===== config.mk =====
export PLATFORM = sky130hd
export DESIGN_NAME = gpio_irq_detect
export DESIGN_NICKNAME = d
export VERILOG_FILES = /design/src/rtl/gpio_irq_detect.sv
export SDC_FILE = /design/constraint.sdc
export NUM_CORES = 1
export LEC_CHECK = 0
export BUFFER_PORTS_ARGS = -buffer_cell sky130_fd_sc_hd__buf_2
export CAP_MARGIN = 25
export CORE_AREA = 3 3 91 67
export DETAILED_ROUTE_END_ITERATION = 12
export DIE_AREA = 0 0 94 70
export GPL_TIMING_DRIVEN = 0
export HOLD_SLACK_MARGIN = 0.05
export MAX_ROUTING_LAYER = met4
export PLACE_DENSITY = 0.91
export SLEW_MARGIN = 15
export SYNTH_ARGS = -nofsm -noshare
export SYNTH_HDL_FRONTEND = slang
export SYNTH_SLANG_ARGS = --single-unit

===== constraint.sdc =====
create_clock -name clk -period 3.7 [get_ports clk]
set_input_delay 0.74 -clock clk [delete_from_list [all_inputs] [get_ports clk]]
set_output_delay 0.74 -clock clk [all_outputs]
set_load 0.005 [all_outputs]

===== src/rtl/gpio_irq_detect.sv =====
module gpio_irq_detect #(
  parameter int PINS = 8,
  parameter int AW   = 3
) (
  input  logic                clk,
  input  logic                rst_n,
  input  logic [PINS-1:0]     pin_i,
  input  logic                sleep_i,
  input  logic                wr_en,
  input  logic [AW-1:0]       wr_addr,
  input  logic [3*PINS-1:0]   wr_data,
  input  logic [AW-1:0]       rd_addr,
  output logic [3*PINS-1:0]   rd_data,
  output logic                irq_o
);
  localparam int TW = 3*PINS;
  localparam logic [AW-1:0] A_TRIG = AW'(0);
  localparam logic [AW-1:0] A_EN   = AW'(1);
  localparam logic [AW-1:0] A_WAKE = AW'(2);
  localparam logic [AW-1:0] A_STAT = AW'(3);
  localparam logic [AW-1:0] A_CLR  = AW'(4);

  logic [TW-1:0]   trig_r;
  logic [PINS-1:0] en_r, wake_r, stat_r, pin_q;

  wire [PINS-1:0] pol  = trig_r[PINS-1:0];
  wire [PINS-1:0] edg  = trig_r[2*PINS-1:PINS];
  wire [PINS-1:0] both = trig_r[3*PINS-1:2*PINS];

  wire [PINS-1:0] rise = pin_i & ~pin_q;
  wire [PINS-1:0] fall = ~pin_i & pin_q;
  wire [PINS-1:0] evt  = edg & ((both & (rise | fall)) |
                                (~both & pol & rise) |
                                (~both & ~pol & fall));
  wire [PINS-1:0] lvl  = ~edg & ~(pin_i ^ pol);

  wire wr_trig = wr_en && wr_addr == A_TRIG;
  wire wr_enm  = wr_en && wr_addr == A_EN;
  wire wr_wake = wr_en && wr_addr == A_WAKE;
  wire wr_clr  = wr_en && wr_addr == A_CLR;

  wire [PINS-1:0] clr   = wr_clr ? wr_data[PINS-1:0] : '0;
  wire [PINS-1:0] emask = wr_data[2*PINS-1:PINS];

  always_ff @(posedge clk) begin
    if (!rst_n) begin
      trig_r <= '0;
      en_r   <= '0;
      wake_r <= '0;
      stat_r <= '0;
      pin_q  <= '0;
    end else begin
      pin_q  <= pin_i;
      stat_r <= lvl | (edg & (evt | (stat_r & ~clr)));
      if (wr_trig) trig_r <= wr_data;
      if (wr_enm)  en_r   <= (en_r & ~emask) | (wr_data[PINS-1:0] & emask);
      if (wr_wake) wake_r <= wr_data[PINS-1:0];
    end
  end

  assign irq_o = |(stat_r & (sleep_i ? wake_r : en_r));

  always_comb begin
    rd_data = '0;
    case (rd_addr)
      A_TRIG:  rd_data = trig_r;
      A_EN:    rd_data[PINS-1:0] = en_r;
      A_WAKE:  rd_data[PINS-1:0] = wake_r;
      A_STAT:  rd_data[PINS-1:0] = stat_r;
      default: rd_data = '0;
    endcase
  end

  a_r5_clear_edge: assert property (@(posedge clk) disable iff (!rst_n)
    wr_clr |=> (stat_r & $past(wr_data[PINS-1:0] & edg & ~evt)) == '0);

  a_r6_event_wins: assert property (@(posedge clk) disable iff (!rst_n)
    (|evt) |=> (stat_r & $past(evt)) == $past(evt));

  a_r4_level_tracks: assert property (@(posedge clk) disable iff (!rst_n)
    (!$past(!rst_n) && $stable(trig_r)) |->
      ((stat_r ^ ~(pin_q ^ trig_r[PINS-1:0])) & ~trig_r[2*PINS-1:PINS]) == '0);

  a_r8_masked_enable: assert property (@(posedge clk) disable iff (!rst_n)
    wr_enm |=> ((en_r ^ $past(en_r)) & ~$past(wr_data[2*PINS-1:PINS])) == '0);

  a_r7_no_enable_no_irq: assert property (@(posedge clk) disable iff (!rst_n)
    (!sleep_i && en_r == '0) |-> !irq_o);

  a_r9_no_wake_no_irq: assert property (@(posedge clk) disable iff (!rst_n)
    (sleep_i && wake_r == '0) |-> !irq_o);
endmodule


---- Yosys cells after proc, flatten, opt, wreduce, memory -nomap -nowiden ----
Cells that the tools add are included.
Widths: inputs -> output; s select.
operators by class
  $add $sub $neg .......................... 0
  bitwise operators ....................... 29
  reductions and logical operators ........ 7
  $lt $le $gt $ge ......................... 0
  div/mod/pow operators ................... 0
  multiply operators ...................... 0
  shift operators ......................... 0
  eq/ne operators ......................... 6
  multiplexer cells ....................... 4
operators with widths
  cell                number
  $and 8x8->8         14
  $not 8->8           8
  $or 8x8->8          6
  $pmux 8 s4          1
  $mux 16             1
  $mux 8              2
  $eq 3x2->1 const B  3
  $reduce_or 8->1     1
  $xor 8x8->8         1
  $eq 3x1->1 const B  2
  $logic_not 3->1     2
  $logic_and 1x1->1   4
  $eq 3x3->1 const B  1
word-level totals
  output and inout port bits .............. 25
  bits in read-only memories .............. 0
  memories ................................ 0
  latch bits .............................. 0
  register bits ........................... 56
  RAM bits ................................ 0

---- Logic depth before layout (Yosys ltp) ----
Gate-level depths: netlist of the first run.
  word-level depth ........................ 10
  depth in mapped cells ................... 5
  gate-level depth less buffers ........... 5

---- Least setup slack after synthesis of the first run ----
No wires, ideal clock.
  kind .................................... input -> output
  start point ............................. input port rd_addr[0]
  end point ............................... output port rd_data[13]
  stages .................................. 4
  buffers on the path ..................... 2
  arrival ................................. 1.676 ns
  path slack .............................. 1.284 ns
  cell sequence ........................... buf_2 > nor3_1 > clkbuf_1 > and2_1
between the ends
  cells in the longest elaborated chain, start to end .. 2
RTL lines
  element             RTL line  text
  start: declaration  12        input logic [AW-1:0] rd_addr,
  $logic_not 3->1     65        case (rd_addr)
  $mux 16             65
  end: declaration    13        output logic [3*PINS-1:0] rd_data,
Every way passes these cells.

---- Worst setup path after layout of the first run ----
  start point ............................. input port rd_addr[0]
  end point ............................... output port rd_data[17]
Same word-level chain as after synthesis.

==> summary.md, run 1 <==
| Metric | Value |
|---|---|
| Total die area | 0.006580 mm² |
| TritonCTS clock tree | yes |
| Layout Nets | 478 |
| Worst-path clk slew | around 110 ps |
| Synth Net Count | 408 |
| Non-filler instance count after layout | a little under 500 |
| Final setup viols | 0 |
| Clk_lat worst skew | 330 ps |
| Worst Hold Class | reg -> reg |
| Post-synth top area share | 0.3642 |
| Post-DP HPWL | 6.314 mm |
| Worst slew pin tran | 926.9 ps |
| Pin count of the biggest net entering global routing | 19 |
| Met3 Usage GRT | 0.05920 |
| Most frequent cell after synthesis | dfxtp_1 |
| Share of cells above drive strength 1 | 0.2969 |
| R2r setup slk | 2430 ps |
| Syn_area_per_cell | around 8.8 µm² |
| Clock Path Buffers | 2 |
| Top cells by count, synth | dfxtp_1, nand2_1, inv_1 |
| Critical Path Source Type | primary input |
| Routability cong. | roughly 0.90 |
| Pre-antenna DRT Iters | 5 |
| Met1 Usage GRT | 0.3338 |
| Top post-synthesis cells by area | dfxtp_1, ha_1, mux2_2 |
| Critical Path End | rd_data[17] |
| Vias in the first global route | 2856 |
| Port Buffer Count | 63 |
| Seq/Total Area, Yosys | 0.3642 |
| Placed Cells | approximately 490 |
| Fmax | 0.3065 GHz |
| Worst R2R Path Depth | 5 |
| Critical setup path kind | in -> out |
| RSZ-0062 raised after global routing | false |
| Pwr dens | 318.9 mW/mm² |
| P&R area growth vs syn | 16.18% |
| DRC errors left | 0 |
| Post-CTS Setup Inserts | 0 |
| First-pass GRT wire length | about 14 mm |
| FF+latch count, synth | 56 |
| Tmin final | 3262 ps |
| Die width | between 90 and 100 µm |
| Final Cycle Share | 0.8817 |
| Diodes inserted | 0 |
| IO Pins | 67 |
| Worst slew margin | 0.3773 |
| Final Util | 0.6837 |
| WL/cell | roughly 17 µm |
| Critical path origin | rd_addr[0] |
| Antenna violations before repair | 0 |
| Max cap viols | 0 |
| Leading area contributor after synthesis | dfxtp_1 |
| Grt peak-use layer | met2 |
| Req. time, crit path | 2960 ps |
| EDFF count, synth | 0 |
| Max-slew violation count | 0 |
| Starting density of the core | 0.5885 |
| Row count | 22 |
| Post-Syn Area | between 0.003 and 0.004 mm² |
| Core area | 0.005230 mm² |
| Outcome | complete, no violations |
| Async S/R FF share, synth | 0 |
| Crit. End Element | output pin |
| Via-per-instance ratio | roughly 5.8 |
| Distinct cells, synth | 32 |
| Met2 usage | 0.4437 |
| Reg2reg end | stat_r[0]$_SDFF_PN0_ |
| CTS H-tree lvls | 2 |
| RR Startpoint | pin_q[0]$_SDFF_PN0_ |
| Setup TNS | 0 ps |
| Post-CTS sizing | 0 |
| Top_reg_cell synth | dfxtp_1 |
| WP data arrival | around 2500 ps |
| Congestion Overflow GR | 0 |
| Synth warnings | 0 |
| Routed Antenna Nets | 0 |
| DR iter-0 viols | 253 |
| GRT Overall Usage | 0.2706 |
| Die H | about 70 µm |
| Static Leak | between 1.5 and 2 nW |
| CTS Hold Bufs | 0 |
| Skew final | 10.40 ps |
| Final Hold Vio Count | 0 |
| Clock Tree Root | clkbuf_8 |
| CTS Sinks | 56 |
| Worst vdd ir | 0.0001824 V |
| Hold WS | 495.3 ps |
| Via Count | 2862 |
| Worst-path maximum fanout | 10 |
| Routed wire length | 8.572 mm |
| TritonCTS buffer count | 5 |
| Post-synthesis cell count | 350 |
==> layout by cell type (no fill, tap or decap), drive strengths merged, types with 16 or more instances in the layout <==
cell   count
buf       72
nor2      16
o21ai     23
mux2      16
nand2     56
a21oi     32
and2      16
ha        16
dfxtp     56
inv       33
==> worst max-delay path: stages <==
cell	delay [ps]
buf_2	200
nor3_1	780
clkbuf_1	480
and2_1	210
buf_2	110
==> final cells by class <==
class                           instances  area [µm²]
Sequential cell                        56        1121
Clock inverter                          3       23.77
Inverter                               33       123.9
Clock buffer                            5       68.82
Timing Repair Buffer                   63       315.3
Fill cell                             444        1654
Multi-Input combinational cell        244        1747
Buffer                                 17       86.33
Tap cell                               72       90.09
==> power breakdown <==
group / switching [mW] / internal (mW) / leakage (nW)
combinational: 0.0877 / 0.0645 / 1.04
clock: 0.215 / 0.135 / 0.0404
sequential: 0.0167 / 0.622 / 0.457
total: 0.319 / 0.821 / 1.54
==> cells by family after synthesis <==
family,after synthesis,share of synthesized area
xor gates and xnor gates,8,0.02277
adders and majority gates,16,0.06504
muxes,32,0.1431
AOI/OAI and AO/OA,70,0.1386
DFF,56,0.3642
and+or+nand+nor,118,0.1980
buffers and inverters,50,0.06829
==> worst min path at each step <==
stage | start | cells past startpoint | end | slack [ps]
2_1_floorplan | trig_r[13]$_SDFFE_PN0P_ | 1 | stat_r[5]$_SDFF_PN0_ | 440
3_3_place_gp | trig_r[13]$_SDFFE_PN0P_ | 1 | stat_r[5]$_SDFF_PN0_ | 460
3_5_place_dp | trig_r[22]$_SDFFE_PN0P_ | 2 | trig_r[22]$_SDFFE_PN0P_ | 470
4_1_cts | trig_r[22]$_SDFFE_PN0P_ | 2 | trig_r[22]$_SDFFE_PN0P_ | 490
5_1_grt | trig_r[14]$_SDFFE_PN0P_ | 1 | stat_r[6]$_SDFF_PN0_ | 510
6_report | trig_r[14]$_SDFFE_PN0P_ | 2 | trig_r[14]$_SDFFE_PN0P_ | 500
==> per-layer routing <==
metal,share of wire,wire (µm)
met1,0.40,3458
met2,0.48,4098
met3,0.10,862
met4,0.018,151
met5,0,0
==> stage by stage <==
stage | area [µm²] | setup slack, ps | power [mW]
3_3_place_gp | 3483 | 451.3 | 0.7915
2_1_floorplan | 3078 | 1284 | 0.7318
6_report | 3576 | 437.5 | 1.140
4_1_cts | 3576 | 385.9 | 1.136
5_1_grt | 3576 | 261.1 | 1.178
3_5_place_dp | 3483 | 365.2 | 0.8023
Note: power is estimated with default switching activity, not from simulation.
==> run 2: changes to the inputs <==
ABC_AREA = 1   (was not set)
PLACE_DENSITY = 0.89   (was 0.91)
==> summary.md, run 2 <==
| Metric | Value |
|---|---|
| Static Leak | 1.615 nW |
| Commonest non-fill, non-tap cell in the layout | nand2_1 |
| Total power draw | 1.172 mW |
| Clock Path Buffers | 2 |
| Pwr dens | ~330 mW/mm² |
| Critical Path Source Type | primary input |
| Row count | 22 |
| Routed wire length | 8.746 mm |
| Routability cong. | 0.9083 |
| Via-per-instance ratio | ~5.6 |
| First-pass GRT wire length | about 14 mm |
| Congestion Overflow GR | 0 |
| Clock Tree Root | clkbuf_8 |
| Fmax | 0.3649 GHz |
| Distinct cells, synth | 27 |
| Worst-path clk slew | 90 ps |
| Crit. End Element | output pin |
| TritonCTS buffer count | 5 |
| Clk_lat worst skew | 310 ps |
| Max-slew violation count | 0 |
| Port Buffer Count | between 60 and 70 |
| Starting density of the core | 0.5749 |
| R2r setup slk | between 2000 and 3000 ps |
| Setup TNS | 0 ps |
| Post-synth top area share | 0.3729 |
| Worst R2R Path Depth | 6 |
| Final Cycle Share | 0.7408 |
| Worst slew pin tran | 683.1 ps |
| Post-synthesis cell count | 422 |
| Post-CTS sizing | 0 |
| Req. time, crit path | 2960 ps |
| Top post-synthesis cells by area | dfxtp_1, nand2_1, inv_1 |
| FF+latch count, synth | 56 |
| Syn_area_per_cell | 7.125 µm² |
| Die H | 70 µm |
| Outcome | complete, no violations |
| Worst-path maximum fanout | 10 |
| TritonCTS clock tree | yes |
| Layout Nets | 550 |
| Hold endpoint | stat_r[0]$_SDFF_PN0_ |
| Final Hold Vio Count | 0 |
| GRT Overall Usage | 0.2750 |
| RR Startpoint | pin_q[2]$_SDFF_PN0_ |
| Final Util | 0.6701 |
| Routed Antenna Nets | 0 |
| Hold WS | 477.8 ps |
| Worst slew margin | 0.5446 |
| Async S/R FF share, synth | 0 |
| Commonest non-fill, non-tap cells in the layout | nand2_1, buf_2, inv_1, dfxtp_1, a21oi_1 |
| Most frequent cell after synthesis | nand2_1 |
| EDFF count, synth | 0 |
| Leading area contributor after synthesis | dfxtp_1 |
| CTS Sinks | 56 |
| Top_reg_cell synth | dfxtp_1 |
| CTS Hold Bufs | 0 |
| Seq/Total Area, Yosys | 0.3729 |
| Hold depth | 2 |
| Post-DP HPWL | 6.150 mm |
| Post-Syn Area | 0.003007 mm² |
| Skew final | 6.574 ps |
| Worst Hold Class | reg -> reg |
| Max cap viols | 0 |
| Total die area | 0.006580 mm² |
| Synth Net Count | 480 |
| Via Count | between 3000 and 4000 |
| Pre-antenna DRT Iters | 5 |
| RSZ-0062 raised after global routing | false |
| Worst vdd ir | 0.0002185 V |
| P&R area growth vs syn | 16.56% |
| Reg2reg end | stat_r[2]$_SDFF_PN0_ |
| Hold wc startpoint | trig_r[8]$_SDFFE_PN0P_ |
| Pin count of the biggest net entering global routing | 17 |
| CTS H-tree lvls | 2 |
| Diodes inserted | 0 |
| Die width | 94 µm |
| WL/cell | 15.48 µm |
| IO Pins | 67 |
| WP data arrival | 2000 ps |
| Vias in the first global route | around 2900 |
| Antenna violations before repair | 0 |
| Critical setup path kind | in -> out |
| Top cells by count, synth | nand2_1, inv_1, dfxtp_1 |
| Share of cells above drive strength 1 | 0.2028 |
| DRC errors left | 0 |
| Fillers | 479 |
| Post-CTS Setup Inserts | 0 |
| Synth warnings | 0 |
| Final setup viols | 0 |
| DR iter-0 viols | roughly 340 |
| Tmin final | around 2700 ps |
| Core area | 0.005230 mm² |
## run 2: cell count changes after synthesis, sizes merged, moves of 8 or more
cell and delta:
o21ai +33, nand2 +32, inv +31, a21oi +18
and2 -16, mux2 -16, nor2 +12, nand3 +11
mux2i -8, mux4 -8, nor2b -8
## run 2: cell families after synthesis
kind of cell | after synthesis | synth area share
simple gates | 141 | 0.2010
compound gates | 120 | 0.2210
buf+inv | 81 | 0.1153
flops | 56 | 0.3729
fa+ha+maj | 16 | 0.06658
xor+xnor | 8 | 0.02331
## run 2: worst max-delay path: stages
cell	delay, ps
buf_2	240
inv_2	70
nor3_2	510
nand2_1	150
o2111ai_1	130
buf_2	150
## run 2: report_power, final
part	switching (mW)	leakage [nW]	total [mW]	internal, mW
sequential	0.0178	0.458	0.646	0.628
clock	0.198	0.0510	0.348	0.150
combinational	0.112	1.11	0.179	0.0663
total	0.328	1.62	1.17	0.844
## run 2: per-layer routing
metal  up-vias  GRT usage  share of wire
met3        19    0.05920           0.11
met4         0    0.06731          0.014
met1      1445     0.3799           0.44
li1       1508          -              -
met5         -          -              0
met2       181     0.4099           0.44
## run 2: worst max path at each step
stage	start	end	slack (ps)	cells after the start
floorplan	rd_addr[0]	rd_data[0]	1520	4
global placement	rd_addr[1]	rd_data[4]	1040	6
detailed placement	rd_addr[1]	rd_data[4]	1010	6
CTS	rd_addr[0]	rd_data[4]	1000	6
global route	rd_addr[0]	rd_data[4]	870	6
finish	rd_addr[0]	rd_data[4]	960	6
## run 2: through the flow
| step | cell area [µm²] | std cells | setup WS [ps] |
|---|---|---|---|
| after floorplan | 3007 | 422 | 1524 |
| after global placement | 3412 | 557 | 1042 |
| after detailed placement | 3412 | 557 | 1008 |
| after CTS | 3505 | 565 | 1003 |
| after global routing | 3505 | 565 | 865.6 |
| final | 3505 | 565 | 959.2 |
## run 2: final cells by class
| type | count | area, µm² | area share |
|---|---|---|---|
| clock buffers | 6 | 82.58 | 0.02356 |
| plain buffers | 16 | 102.6 | 0.02928 |
| clock inverters | 2 | 10.01 | 0.002856 |
| multi-input cells | 285 | 1539 | 0.4391 |
| well taps | 72 | 90.09 | 0.02571 |
| repair buffers | 63 | 315.3 | 0.08997 |
| inverters | 65 | 244.0 | 0.06962 |
| flip-flops and latches | 56 | 1121 | 0.3199 |
